===== config.mk =====
export PLATFORM = sky130hd
export DESIGN_NAME = hdlc_isr
export DESIGN_NICKNAME = d
export VERILOG_FILES = /design/src/rtl/hdlc_isr_pkg.sv /design/src/rtl/hdlc_isr_cell.sv /design/src/rtl/hdlc_isr_idle.sv /design/src/rtl/hdlc_isr_side.sv /design/src/rtl/hdlc_isr.sv
export SDC_FILE = /design/constraint.sdc
export NUM_CORES = 1
export LEC_CHECK = 0
export BUFFER_PORTS_ARGS = -buffer_cell sky130_fd_sc_hd__buf_4
export CORE_UTILIZATION = 43
export CTS_CLUSTER_SIZE = 40
export DETAILED_ROUTE_END_ITERATION = 10
export PLACE_DENSITY = 0.8
export SYNTH_ARGS = -nofsm -noshare
export SYNTH_HDL_FRONTEND = slang
export SYNTH_HIERARCHICAL = 1
export SYNTH_SLANG_ARGS = --single-unit

===== constraint.sdc =====
create_clock -name clk -period 1.25 [get_ports clk]
set_input_delay 0.125 -clock clk [delete_from_list [all_inputs] [get_ports clk]]
set_output_delay 0.125 -clock clk [all_outputs]
set_load 0.02 [all_outputs]

===== src/rtl/hdlc_isr_pkg.sv =====
package hdlc_isr_pkg;
    localparam int unsigned NSTAT = 8;

    localparam int unsigned B_TXDONE = 0;
    localparam int unsigned B_TXLOW  = 1;
    localparam int unsigned B_UNDR   = 2;
    localparam int unsigned B_RXHIGH = 3;
    localparam int unsigned B_EOF    = 4;
    localparam int unsigned B_OVR    = 5;
    localparam int unsigned B_IDLE   = 6;
    localparam int unsigned B_CODE   = 7;

    typedef logic [NSTAT-1:0] stat_vec_t;

    typedef struct packed {
        logic flag;
    } cell_st_t;

    typedef struct packed {
        logic irq;
        logic req;
    } side_st_t;
endpackage


===== src/rtl/hdlc_isr_cell.sv =====
module hdlc_isr_cell #(
    parameter bit LIVE_OK = 1'b0
) (
    input  logic clk,
    input  logic rst_n,
    input  logic ev,
    input  logic live,
    input  logic lvl,
    input  logic rd,
    output logic q
);
    import hdlc_isr_pkg::*;

    localparam logic LIVE_L = LIVE_OK;

    cell_st_t st_d, st_q;
    logic     live_act;

    assign live_act = live & LIVE_L;

    always_comb begin
        st_d = st_q;
        if (live_act) begin
            st_d.flag = lvl;
        end else begin
            st_d.flag = ev | (st_q.flag & ~rd);
        end
    end

    always_ff @(posedge clk or negedge rst_n) begin
        if (!rst_n) begin
            st_q <= '0;
        end else begin
            st_q <= st_d;
        end
    end

    assign q = st_q.flag;

    // an event wins over a read in the same cycle
    p_event_sets_r3: assert property (@(posedge clk) disable iff (!rst_n)
        (!live_act && ev) |=> q);

    // a read with no new event leaves a sticky bit clear
    p_read_clears_r2: assert property (@(posedge clk) disable iff (!rst_n)
        (!live_act && rd && !ev) |=> !q);

    // live bits track the level one clock later, reads ignored
    p_live_tracks_r4: assert property (@(posedge clk) disable iff (!rst_n)
        live_act |=> (q == $past(lvl)));
endmodule


===== src/rtl/hdlc_isr_idle.sv =====
module hdlc_isr_idle #(
    parameter int unsigned IDLE_RUN = 15
) (
    input  logic clk,
    input  logic rst_n,
    input  logic bit_in,
    input  logic bit_vld,
    output logic idle_ev
);
    localparam int unsigned CW = $clog2(IDLE_RUN + 1);
    localparam logic [CW-1:0] RUN_MAX  = CW'(IDLE_RUN);
    localparam logic [CW-1:0] RUN_LAST = CW'(IDLE_RUN - 1);

    typedef struct packed {
        logic [CW-1:0] run;
    } idle_st_t;

    idle_st_t st_d, st_q;

    always_comb begin
        st_d = st_q;
        if (bit_vld) begin
            if (!bit_in) begin
                st_d.run = '0;
            end else if (st_q.run != RUN_MAX) begin
                st_d.run = st_q.run + 1'b1;
            end
        end
    end

    always_ff @(posedge clk or negedge rst_n) begin
        if (!rst_n) begin
            st_q <= '0;
        end else begin
            st_q <= st_d;
        end
    end

    assign idle_ev = bit_vld & bit_in & (st_q.run >= RUN_LAST);

    // a qualified zero restarts the run
    p_zero_restarts_r8: assert property (@(posedge clk) disable iff (!rst_n)
        (bit_vld && !bit_in) |=> (st_q.run == '0));

    // the run counter never passes its ceiling
    p_run_bounded_r8: assert property (@(posedge clk) disable iff (!rst_n)
        st_q.run <= RUN_MAX);
endmodule


===== src/rtl/hdlc_isr_side.sv =====
module hdlc_isr_side
    import hdlc_isr_pkg::*;
(
    input  logic             clk,
    input  logic             rst_n,
    input  stat_vec_t        stat,
    input  logic [NSTAT-2:0] ie_mask,
    input  logic             code_ie,
    input  logic             ovr_ev,
    input  logic             link_reset,
    output logic             irq,
    output logic             reset_req
);
    side_st_t  st_d, st_q;
    stat_vec_t en_full;

    assign en_full = {code_ie, ie_mask};

    always_comb begin
        st_d     = st_q;
        st_d.irq = |(stat & en_full);
        st_d.req = ovr_ev | (st_q.req & ~link_reset);
    end

    always_ff @(posedge clk or negedge rst_n) begin
        if (!rst_n) begin
            st_q <= '0;
        end else begin
            st_q <= st_d;
        end
    end

    assign irq       = st_q.irq;
    assign reset_req = st_q.req;

    // an enabled set bit raises the interrupt one clock later
    p_irq_rise_r9: assert property (@(posedge clk) disable iff (!rst_n)
        (|(stat & en_full)) |=> irq);

    p_irq_quiet_r9: assert property (@(posedge clk) disable iff (!rst_n)
        !(|(stat & en_full)) |=> !irq);

    // the request holds until software reset
    p_req_hold_r11: assert property (@(posedge clk) disable iff (!rst_n)
        (reset_req && !link_reset) |=> reset_req);

    p_req_set_r11: assert property (@(posedge clk) disable iff (!rst_n)
        ovr_ev |=> reset_req);
endmodule


===== src/rtl/hdlc_isr.sv =====
module hdlc_isr
    import hdlc_isr_pkg::*;
#(
    parameter int unsigned IDLE_RUN = 15
) (
    input  logic       clk,
    input  logic       rst_n,
    input  logic       rd_stb,
    output logic [7:0] rd_data,
    input  logic [6:0] ie_mask,
    input  logic       code_ie,
    input  logic       level_live,
    input  logic       transparent,
    input  logic       tx_close_done,
    input  logic       tx_fifo_drained,
    input  logic       tx_at_low,
    input  logic       tx_underrun,
    input  logic       rx_at_high,
    input  logic       rx_frame_end,
    input  logic       rx_overrun,
    input  logic       rx_bit,
    input  logic       rx_bit_vld,
    input  logic       code_hit,
    input  logic       link_reset,
    output logic       irq,
    output logic       tx_allow,
    output logic       reset_req
);
    stat_vec_t ev_vec;
    stat_vec_t lvl_vec;
    stat_vec_t stat_q;
    logic      idle_ev;

    hdlc_isr_idle #(.IDLE_RUN(IDLE_RUN)) u_idle (
        .clk     (clk),
        .rst_n   (rst_n),
        .bit_in  (rx_bit),
        .bit_vld (rx_bit_vld),
        .idle_ev (idle_ev)
    );

    always_comb begin
        ev_vec           = '0;
        ev_vec[B_TXDONE] = transparent ? tx_fifo_drained : tx_close_done;
        ev_vec[B_TXLOW]  = tx_at_low;
        ev_vec[B_UNDR]   = tx_underrun & ~transparent;
        ev_vec[B_RXHIGH] = rx_at_high;
        ev_vec[B_EOF]    = rx_frame_end & ~transparent;
        ev_vec[B_OVR]    = rx_overrun;
        ev_vec[B_IDLE]   = idle_ev & ~transparent;
        ev_vec[B_CODE]   = code_hit;

        lvl_vec           = '0;
        lvl_vec[B_TXLOW]  = tx_at_low;
        lvl_vec[B_RXHIGH] = rx_at_high;
    end

    for (genvar gi = 0; gi < NSTAT; gi++) begin : g_cell
        localparam bit IS_LEVEL = (gi == B_TXLOW) || (gi == B_RXHIGH);
        hdlc_isr_cell #(.LIVE_OK(IS_LEVEL)) u_cell (
            .clk   (clk),
            .rst_n (rst_n),
            .ev    (ev_vec[gi]),
            .live  (level_live),
            .lvl   (lvl_vec[gi]),
            .rd    (rd_stb),
            .q     (stat_q[gi])
        );
    end

    hdlc_isr_side u_side (
        .clk        (clk),
        .rst_n      (rst_n),
        .stat       (stat_q),
        .ie_mask    (ie_mask),
        .code_ie    (code_ie),
        .ovr_ev     (ev_vec[B_OVR]),
        .link_reset (link_reset),
        .irq        (irq),
        .reset_req  (reset_req)
    );

    assign rd_data  = stat_q;
    assign tx_allow = ~stat_q[B_UNDR];

    // with transparent operation a clear frame bit stays clear
    p_mask_eof_r7: assert property (@(posedge clk) disable iff (!rst_n)
        (transparent && !stat_q[B_EOF]) |=> !stat_q[B_EOF]);

    p_mask_undr_r7: assert property (@(posedge clk) disable iff (!rst_n)
        (transparent && !stat_q[B_UNDR]) |=> !stat_q[B_UNDR]);

    // transmission resumes only after the abort bit is read away
    p_allow_back_r10: assert property (@(posedge clk) disable iff (!rst_n)
        $rose(tx_allow) |-> $past(rd_stb));
endmodule


# Word level (Yosys, flattened, before mapping)
# Index checks and enable logic that the tools add are counted.
# totals
reg_bits	14
latchBits	0
ramBits	0
mem_bits_ro	0
wordCells	50
n_memories	0
# op_classes
add_sub_neg	1
n_mul	0
div	0
n_lt_le_gt_ge	1
eq_ne	2
n_shift	0
mux	5
n_bitwise	28
n_reduce_logical	2
# ops
operator	n
$and 1x1->1	14
$or 1x1->1	9
$and 8x8->8	1
$mux 4	2
$reduce_or 8->1	1
$add 4x1->4 const B	1
$ge 4x4->1 const B	1
$ne 4x4->1 const B	1
$not 1->1	4
$mux 1	3
$ne 2x1->1 const B	1
$reduce_and 2->1	1

# Logic depth before layout (Yosys ltp)
# Gate-level depths: netlist of the first run.
# logic_depth
depth_word	4
ltp_mapped	6

# Modules after synthesis
# The synthesis of the first run kept the hierarchy.
# modules_own_cells
module	n_inst	cells_per_inst	area_per_inst_um2
hdlc_isr_idle	1	28	250.2
hdlc_isr_cell at g_cell[0].u_cell ...	6	3	36.3
hdlc_isr_side	1	9	97.6
hdlc_isr_cell at g_cell[1].u_cell ...	2	5	46.3
hdlc_isr	1	6	48.8

# Worst setup path after synthesis of the first run
# No wires, ideal clock.
# synth_path
kind	reg2reg
startpoint	register u_idle/st_q[1] in the netlist's numbering
endpoint	register g_cell[6].u_cell.st_q
setup_time_ns	0.118
arrival_time_ns	1.018
required_ns	1.132
slack_ns	0.114
path_stages_with_launch	6
n_path_buf	0
period_less_slack_ns	1.136
cell_sequence	dfrtp_1 -> ha_1 -> nor2_1 -> nor2_1 -> and2b_2 -> a21o_1
# synth_between
elab_chain_len	4
# synth_rtl
element	line	text
start, declared	hdlc_isr_idle.sv:18	idle_st_t st_d, st_q;
start signal, assigned	hdlc_isr_idle.sv:35	st_q <= st_d;
$ge 4x4->1	hdlc_isr_idle.sv:39	assign idle_ev = bit_vld & bit_in & (st_q.run >= RUN_LAST);
$and 1x1->1	hdlc_isr_idle.sv:39	
named net idle_ev	hdlc_isr.sv:32	logic idle_ev;
$and 1x1->1	hdlc_isr.sv:50	ev_vec[B_IDLE] = idle_ev & ~transparent;
named net ev_vec[6]	hdlc_isr.sv:29	stat_vec_t ev_vec;
$or 1x1->1	hdlc_isr_cell.sv:26	st_d.flag = ev | (st_q.flag & ~rd);
named net g_cell[6].u_cell.st_d	hdlc_isr_cell.sv:16	cell_st_t st_d, st_q;
end signal, assigned	hdlc_isr_cell.sv:34	st_q <= st_d;
end, declared	hdlc_isr_cell.sv:16	
# The timed path passes the listed nets, and every way through them passes these cells.
# A chain may end at the register's enable or synchronous reset.

# Final worst setup path of the first run
# layout_path
startpoint	register u_idle/st_q[0] in the netlist's numbering
endpoint	register g_cell[6].u_cell.st_q
# The elaborated chain is that of the path after synthesis.

==> results.sh, run 1 <==
export IMPL_run_status="finished clean"
export IMPL_netSwitchingPower_mw=0.272
export IMPL_cts_buffer_depth=2
export IMPL_boundaryPins=35
export IMPL_layout_cells_most_common="buf_4"
export IMPL_place_detailed_hpwl_mm=1.24
export IMPL_transition_time_at_the_pin_with_the_least_slew_margin_ps=205
export IMPL_fp_coreArea_um2=1520
export IMPL_cp_common_cell="nor2_1"
export IMPL_synthCells=70
export IMPL_numCtsBuffers=3
export IMPL_route_final_wire_length_mm=1.53
export IMPL_fmax_ghz=0.863
export IMPL_clk_latency_ps=260
export IMPL_max_slew_margin_pct=86.4
export IMPL_critPathMaxFanout=3
export IMPL_critical_path_arrival_ps=1320
export IMPL_tritoncts="done"
export IMPL_die_w_um=42.4
export IMPL_antenna_diode_count=0
export IMPL_nets_finish=135
export IMPL_die_height_um=42.4
export IMPL_timing_critical_path_buf_inv=1
export IMPL_setup_viol=0
export IMPL_rows=14
export IMPL_final_hold_viol_count=0
export IMPL_seq_power_share_pct=52.3
export IMPL_cpPeakStageDelay_ps=390
export IMPL_setup_repair_after_global_routing_missed_its_margin="false"
export IMPL_crit_family="flip-flops"
export IMPL_layout_area_overhead_pct=44.0
export IMPL_pwr_share_comb_pct=24.2
export IMPL_gr_usage_all_layers_pct=18.8
export IMPL_cell_breakdown_of_the_critical_path="inv_2 -> ha_2 -> nor2_1 -> nor2_1 -> and2b_2 -> a21o_1"
export IMPL_hold_class="primary input to register"
export IMPL_gpl_final_weighted_congestion=0.737
export IMPL_utilization_pct=66.4
export IMPL_endpoint_kind="register"
export IMPL_power_per_unit_of_standard_cell_area_nw_per_um2=991
export IMPL_skew_ps=3.69
export IMPL_start_kind="register"
export IMPL_design_die_area_um2=1800
export IMPL_mean_cell_area_of_the_mapped_netlist_um2=10.0
export IMPL_clkPwrFrac_pct=23.6
export IMPL_num_vias=634
export IMPL_detail_route_iter0_violations=4
export IMPL_setup_worst_path_class="register to register"
export IMPL_post_route_drc_count=0
export IMPL_commonest_cells_after_routing_fill_and_taps_aside="buf_4, dfrtp_1, inv_1"
export IMPL_timing_max_cap_violations=0
export IMPL_maximum_number_of_pins_on_one_net_before_global_route_repair=15
export IMPL_setup_tns_ps=0
export IMPL_post_route_cells_drive_above_1_share_pct=43.0
export IMPL_yosysWarnings=6
export IMPL_ir_worst_vdd_mv=0.565
export IMPL_wire_per_inst_um=12.4
export IMPL_syn_num_nets=96
export IMPL_cts_root_buffer="clkbuf_4"
export IMPL_grt_antenna_before_repair=0
export IMPL_worst_path_max_delay_cell="dfrtp_1"
export IMPL_tritoncts_num_sinks=14
export IMPL_timing_critical_path_required_ps=1410
export IMPL_cellLeakagePower_nw=0.542
export IMPL_ctsHtreeMaxLevel=1
export IMPL_routed_antenna_nets=0
export IMPL_internal_power_mw=0.732
export IMPL_initial_utilization_pct=46.1
export IMPL_netSwitchingFraction_pct=27.1
export IMPL_drt_vias_per_instance=5.15
export IMPL_io_buffer_count=34
export IMPL_cts_setup_buffers=0
export IMPL_report_final_slew_viol_count=0
export IMPL_first_pass_grt_wire_length_mm=2.57
export IMPL_final_min_period_over_clock_period_pct=92.7
export IMPL_min_period_ps=1160
export IMPL_syn_cell_area_um2=703
export IMPL_grt_overflow=0
export IMPL_first_global_vias=630
export IMPL_clock_pin_slew_of_the_registers_on_the_worst_case_setup_and_hold_paths_ps=70
export IMPL_total_power_mw=1.00
export IMPL_drt_pass1_iterations=3
what timing repair did:
item,CTS,global route
setup endpoints to repair,0,3
gates resized for setup,0,4
hold endpoints to repair,14,0
hold buffers,1,0
final timing paths:
path / start / to / slack (ps) / cells past startpoint
setup / recovery: u_idle/st_q[0] / g_cell[6].u_cell/q / 90 / 6
hold / removal: code_hit / g_cell[7].u_cell/q / 40 / 2
setup reg to reg: u_idle/st_q[0] / g_cell[6].u_cell/q / 90 / 6
hold reg to reg: g_cell[5].u_cell/q / g_cell[5].u_cell/q / 520 / 1
max in group asynchronous: rst_n / u_idle/st_q[1] / 820 / 2
min in group asynchronous: rst_n / g_cell[3].u_cell/q / 250 / 2
metrics by stage:
stage	instance area, um2	setup slack, ps	hold WS [ps]	instances
floorplan	703	114	-171	70
global placement	973	88.1	-17.7	119
detailed placement	973	47.8	-17.1	119
CTS	1010	43.4	34.0	123
global route	1010	16.0	40.9	123
finish	1010	91.5	41.8	123
area by class of cell:
type / instances / area (um2)
inverter: 11 / 41.3
multi-input combinational: 44 / 312
timing repair buffer: 35 / 265
sequential: 14 / 352
clock buffer: 3 / 22.5
fill: 137 / 512
tap: 16 / 20.0
worst register-to-register path, delay by kind of cell, from the launching register on:
family          cells  cell delay [ps]
buf+inv             1               60
compound gates      1              140
fa+ha+maj           1              170
simple gates        3              300
flops               1              390
sequential cells by signal, indices dropped and copies added (netlist names):
name	count
u_side/reset_req	1
g_cell.u_cell/q	8
u_side/irq	1
u_idle/st_q	4
layer usage:
metal	track usage, %	routed length, um	share of wire [%]
met2	35.7	792	52
met3	4.31	139	9.1
met4	3.75	6	0.39
met5	0	0	0
met1	21.1	593	39
power by group through the flow:
| stage | clock network (mW) | logic (mW) | registers, mW |
|---|---|---|---|
| floorplan | 0 | 0.0854 | 0.553 |
| global placement | 0 | 0.232 | 0.527 |
| detailed placement | 0 | 0.240 | 0.532 |
| CTS | 0.254 | 0.244 | 0.522 |
| global route | 0.270 | 0.267 | 0.530 |
| finish | 0.236 | 0.242 | 0.525 |
(Power assumes the default switching activity.)
==> run 2: changes to the inputs <==
Settings changed: ABC_AREA set to 1, CORE_UTILIZATION 43 to 45.
==> results.sh, run 2 <==
export IMPL_timing_hold_worst_path_depth=2
export IMPL_detail_route_iter0_violations=18
export IMPL_transition_time_at_the_pin_with_the_least_slew_margin_ps=227
export IMPL_violations="DRC"
export IMPL_rows=14
export IMPL_post_route_cells_drive_above_1_share_pct=31.0
export IMPL_boundaryPins=35
export IMPL_worst_path_max_delay_cell="dfrtp_1"
export IMPL_run_status="complete, but fails checks"
export IMPL_gr_usage_all_layers_pct=21.0
export IMPL_power_per_unit_of_standard_cell_area_nw_per_um2=926
export IMPL_numCtsBuffers=3
export IMPL_report_final_slew_viol_count=0
export IMPL_layout_area_overhead_pct=40.0
export IMPL_min_period_ps=1160
export IMPL_grt_overflow=0
export IMPL_design_die_area_um2=1950
export IMPL_final_min_period_over_clock_period_pct=93.2
export IMPL_io_buffer_count=34
export IMPL_cts_root_buffer="clkbuf_4"
export IMPL_placement_setup_worst_slack_ps=82.9
export IMPL_final_hold_viol_count=0
export IMPL_cellLeakagePower_nw=0.666
export IMPL_drt_vias_per_instance=4.70
export IMPL_die_height_um=44.1
export IMPL_final_cells=171
export IMPL_initial_utilization_pct=50.6
export IMPL_wire_per_inst_um=10.8
export IMPL_grt_antenna_before_repair=0
export IMPL_post_route_drc_count=2
export IMPL_final_critical_path_setup_slack_ps=85.1
export IMPL_mean_cell_area_of_the_mapped_netlist_um2=6.88
export IMPL_met3_usage_pct=2.45
export IMPL_cell_breakdown_of_the_critical_path="ha_2 -> nand2_2 -> nor2_1 -> nor2_1 -> nand2_1 -> nand2_1"
export IMPL_grtUsageMet1_pct=24.3
export IMPL_worst_r2r_endpoint="u_idle/st_q[1]"
export IMPL_critPathMaxFanout=5
export IMPL_routed_antenna_nets=0
export IMPL_setup_tns_ps=0
export IMPL_tritoncts_num_sinks=14
export IMPL_first_global_vias=740
export IMPL_grt_busiest_layer="met2"
export IMPL_reg2reg_setup_slack_ps=90
export IMPL_r2r_start="u_idle/st_q[0]"
export IMPL_clock_pin_slew_of_the_registers_on_the_worst_case_setup_and_hold_paths_ps=80
export IMPL_gpl_final_weighted_congestion=0.915
export IMPL_first_pass_grt_wire_length_mm=2.95
export IMPL_setup_worst_path_class="register to register"
export IMPL_ctsHtreeMaxLevel=1
export IMPL_setup_viol=0
export IMPL_utilization_pct=70.9
export IMPL_clk_latency_ps=270
export IMPL_start_kind="register"
export IMPL_endpoint_kind="register"
export IMPL_syn_num_nets=142
export IMPL_layout_cells_most_common="nand2_1"
export IMPL_fmax_ghz=0.858
export IMPL_nets_finish=183
export IMPL_critical_path_arrival_ps=1370
export IMPL_place_detailed_hpwl_mm=1.45
export IMPL_skew_ps=0.269
export IMPL_numPlacedInstances=166
export IMPL_synthCells=116
export IMPL_largest_register_ffs=8
export IMPL_yosysWarnings=6
export IMPL_hold_class="primary input to register"
export IMPL_antenna_diode_count=0
export IMPL_die_w_um=44.1
export IMPL_num_vias=804
export IMPL_timing_critical_path_required_ps=1460
export IMPL_route_final_wire_length_mm=1.85
export IMPL_drt_pass1_iterations=9
export IMPL_cts_buffer_depth=2
export IMPL_globalRouteMet2Util_pct=38.5
export IMPL_worstRegToRegCells=6
export IMPL_cpPeakStageDelay_ps=440
export IMPL_min_delay_start="link_reset"
export IMPL_max_slew_margin_pct=84.8
export IMPL_worst_hold_path_endpoint="u_side/reset_req"
export IMPL_commonest_cells_after_routing_fill_and_taps_aside="nand2_1, buf_4, inv_1"
export IMPL_maximum_number_of_pins_on_one_net_before_global_route_repair=15
export IMPL_fp_coreArea_um2=1580
export IMPL_syn_cell_area_um2=798
export IMPL_timing_max_cap_violations=0
export IMPL_tritoncts="done"
export IMPL_ir_worst_vdd_mv=0.725
[run 2: layout make-up]
class                           count  area [um2]
Timing Repair Buffer               36         273
Clock buffer                        3        22.5
Tap cell                           16        20.0
Multi-Input combinational cell     73         342
Inverter                           29         109
Sequential cell                    14         352
Fill cell                         139         459
[run 2: power by group]
group,internal [mW],leakage (nW),switching (mW)
Combinational,0.131,0.487,0.137
Sequential,0.488,0.165,0.0375
Clock,0.111,0.0138,0.131
[run 2: what timing repair did]
item / in CTS / in global routing
setup buffers: 0 / 1
hold endpoints to repair: 14 / 0
hold buffers: 1 / 0
setup endpoints to repair: 0 / 5
gates resized for setup: 0 / 3
[run 2: worst max-delay path by stage]
stage	slack, ps	startpoint	cells after the start	endpoint
6_report	90	u_idle/st_q[0]	6	u_idle/st_q[1]
5_1_grt	-6	u_idle/st_q[0]	8	g_cell[6].u_cell/q
4_1_cts	60	u_idle/st_q[1]	6	u_idle/st_q[1]
3_5_place_dp	80	u_idle/st_q[1]	6	u_idle/st_q[1]
3_3_place_gp	150	u_idle/st_q[1]	6	u_idle/st_q[1]
2_1_floorplan	200	u_idle/st_q[0]	8	g_cell[6].u_cell/q
[run 2: routing by layer]
| layer | part of all wire [%] | wire length [um] |
|---|---|---|
| met3 | 6.0 | 112 |
| met5 | 0 | 0 |
| met4 | 0.32 | 6 |
| met1 | 42 | 773 |
| met2 | 52 | 961 |
[run 2: critical path, delay by kind of cell, from the launching register on]
family                     cells  cell delay (ps)
and+or+nand+nor                5              420
DFF                            1              440
adders and majority gates      1              240
[run 2: through the flow]
stage / total power [mW] / area, um2 / hold slack [ps]
floorplan: 0.648 / 798 / -171
detailed placement: 0.791 / 1070 / -16.2
global route: 1.10 / 1120 / 35.3
finish: 1.04 / 1120 / 30.8
global placement: 0.779 / 1070 / -17.0
CTS: 1.04 / 1110 / 20.6
==> run 3: changes to the inputs <==
Settings changed: BUFFER_PORTS_ARGS -buffer_cell sky130_fd_sc_hd__buf_4 to -buffer_cell sky130_fd_sc_hd__clkbuf_2.
==> results.sh, run 3 (synthesized netlist as in run 2, its figures left out) <==
export IMPL_post_route_drc_count=0
export IMPL_initial_utilization_pct=50.6
export IMPL_transition_time_at_the_pin_with_the_least_slew_margin_ps=342
export IMPL_setup_repair_after_global_routing_missed_its_margin="true"
export IMPL_drt_pass1_iterations=6
export IMPL_numCtsBuffers=3
export IMPL_critical_path_arrival_ps=1340
export IMPL_route_final_wire_length_mm=1.61
export IMPL_tritoncts="done"
export IMPL_die_w_um=44.1
export IMPL_fmax_ghz=0.874
export IMPL_numPlacedInstances=166
export IMPL_commonest_cells_after_routing_fill_and_taps_aside="nand2_1, clkbuf_2, inv_1"
export IMPL_crit_path_end="u_idle/st_q[1]"
export IMPL_setup_worst_path_class="register to register"
export IMPL_hold_worst_slack_ps=37.0
export IMPL_fp_coreArea_um2=1580
export IMPL_min_period_ps=1140
export IMPL_boundaryPins=35
export IMPL_layout_cells_most_common="nand2_1"
export IMPL_cts_buffer_depth=2
export IMPL_setup_viol=0
export IMPL_maximum_number_of_pins_on_one_net_before_global_route_repair=15
export IMPL_cp_startpoint="u_idle/st_q[0]"
export IMPL_post_route_cells_drive_above_1_share_pct=30.5
export IMPL_reg2reg_setup_slack_ps=110
export IMPL_gpl_final_weighted_congestion=0.947
export IMPL_endpoint_kind="register"
export IMPL_design_die_area_um2=1950
export IMPL_first_pass_grt_wire_length_mm=2.71
export IMPL_cellLeakagePower_nw=0.640
export IMPL_antenna_diode_count=0
export IMPL_layout_filler_cells=149
export IMPL_routed_antenna_nets=0
export IMPL_rows=14
export IMPL_first_global_vias=700
export IMPL_place_detailed_hpwl_mm=1.28
export IMPL_largest_register_ffs=8
export IMPL_num_vias=777
export IMPL_wire_per_inst_um=9.46
export IMPL_io_buffer_count=34
export IMPL_max_slew_margin_pct=77.2
export IMPL_hold_class="primary input to register"
export IMPL_ir_worst_vdd_mv=0.505
export IMPL_report_final_slew_viol_count=0
export IMPL_worst_r2r_endpoint="u_idle/st_q[1]"
export IMPL_final_cells=170
export IMPL_start_kind="register"
export IMPL_power_per_unit_of_standard_cell_area_nw_per_um2=963
export IMPL_grt_antenna_before_repair=0
export IMPL_tritoncts_num_sinks=14
export IMPL_clk_latency_ps=270
export IMPL_run_status="finished clean"
export IMPL_gr_usage_all_layers_pct=18.7
export IMPL_die_height_um=44.1
export IMPL_worstRegToRegCells=6
export IMPL_setup_tns_ps=0
export IMPL_drt_vias_per_instance=4.57
export IMPL_detail_route_iter0_violations=16
export IMPL_ctsHtreeMaxLevel=1
export IMPL_cts_root_buffer="clkbuf_4"
export IMPL_grt_overflow=0
export IMPL_clock_pin_slew_of_the_registers_on_the_worst_case_setup_and_hold_paths_ps=80
export IMPL_r2r_start="u_idle/st_q[0]"
export IMPL_timing_critical_path_required_ps=1450
export IMPL_nets_finish=182
export IMPL_final_min_period_over_clock_period_pct=91.5
export IMPL_final_hold_viol_count=0
export IMPL_timing_max_cap_violations=0
export IMPL_critPathMaxFanout=5
export IMPL_layout_area_overhead_pct=28.4
export IMPL_skew_ps=3.37
==> run 3: changes by cell type in the layout (fill, tap and decap cells not counted) <==
cell	before	now
clkbuf_2	0	34
buf_4	35	0
==> run 3: worst min path at each step <==
stage	from	slack, ps	depth (start not counted)	endpoint
floorplan	rst_n	-170	0	g_cell[0].u_cell/q
global placement	rst_n	50	1	u_side/reset_req
detailed placement	rst_n	50	1	u_idle/st_q[2]
CTS	link_reset	30	2	u_side/reset_req
global route	link_reset	40	2	u_side/reset_req
finish	link_reset	40	2	u_side/reset_req
==> run 3: final cells by class <==
cell class | instances | area [um2] | share of cell area [%]
repair buffers | 35 | 180 | 17.6
well taps | 16 | 20.0 | 1.95
clock buffers | 3 | 22.5 | 2.20
multi-input cells | 73 | 342 | 33.3
inverters | 29 | 109 | 10.6
flip-flops and latches | 14 | 352 | 34.3
==> run 3: layer usage <==
layer	track usage (%)	up-vias	share of wire, %
met5	0	-	0
met4	7.27	0	0.37
met3	2.45	2	4.0
met2	30.9	22	47
met1	25.0	339	48
li1	-	414	-
==> run 3: power by group <==
group	internal, mW	leakage, nW	switching [mW]
combinational	0.0908	0.461	0.133
sequential	0.488	0.165	0.0352
clock	0.111	0.0138	0.129
total	0.690	0.640	0.297
==> run 3: critical path, cell delays in order, from the launching register on <==
cell	delay (ps)
dfrtp_1	430
ha_2	220
nand2_2	90
nor2_1	50
nor2_1	130
nand2_1	80
nand2_1	70
==> run 3: per-stage QoR <==
| stage | setup WS (ps) | power [mW] | util [%] | instance area (um2) |
|---|---|---|---|---|
| final | 106 | 0.986 | 65.0 | 1020 |
| after global routing | -14.3 | 1.06 | 65.0 | 1020 |
| after detailed placement | 119 | 0.750 | 62.7 | 988 |
| after floorplan | 203 | 0.648 | - | 798 |
| after global placement | 155 | 0.742 | 62.7 | 988 |
| after CTS | 99.9 | 0.998 | 64.8 | 1020 |
==> run 3: timing repair <==
action	4_1_cts	5_1_grt
setup endpoints to repair	0	3
gates resized for setup	0	3
hold buffers	1	0
setup buffers	0	0
hold endpoints to repair	14	0
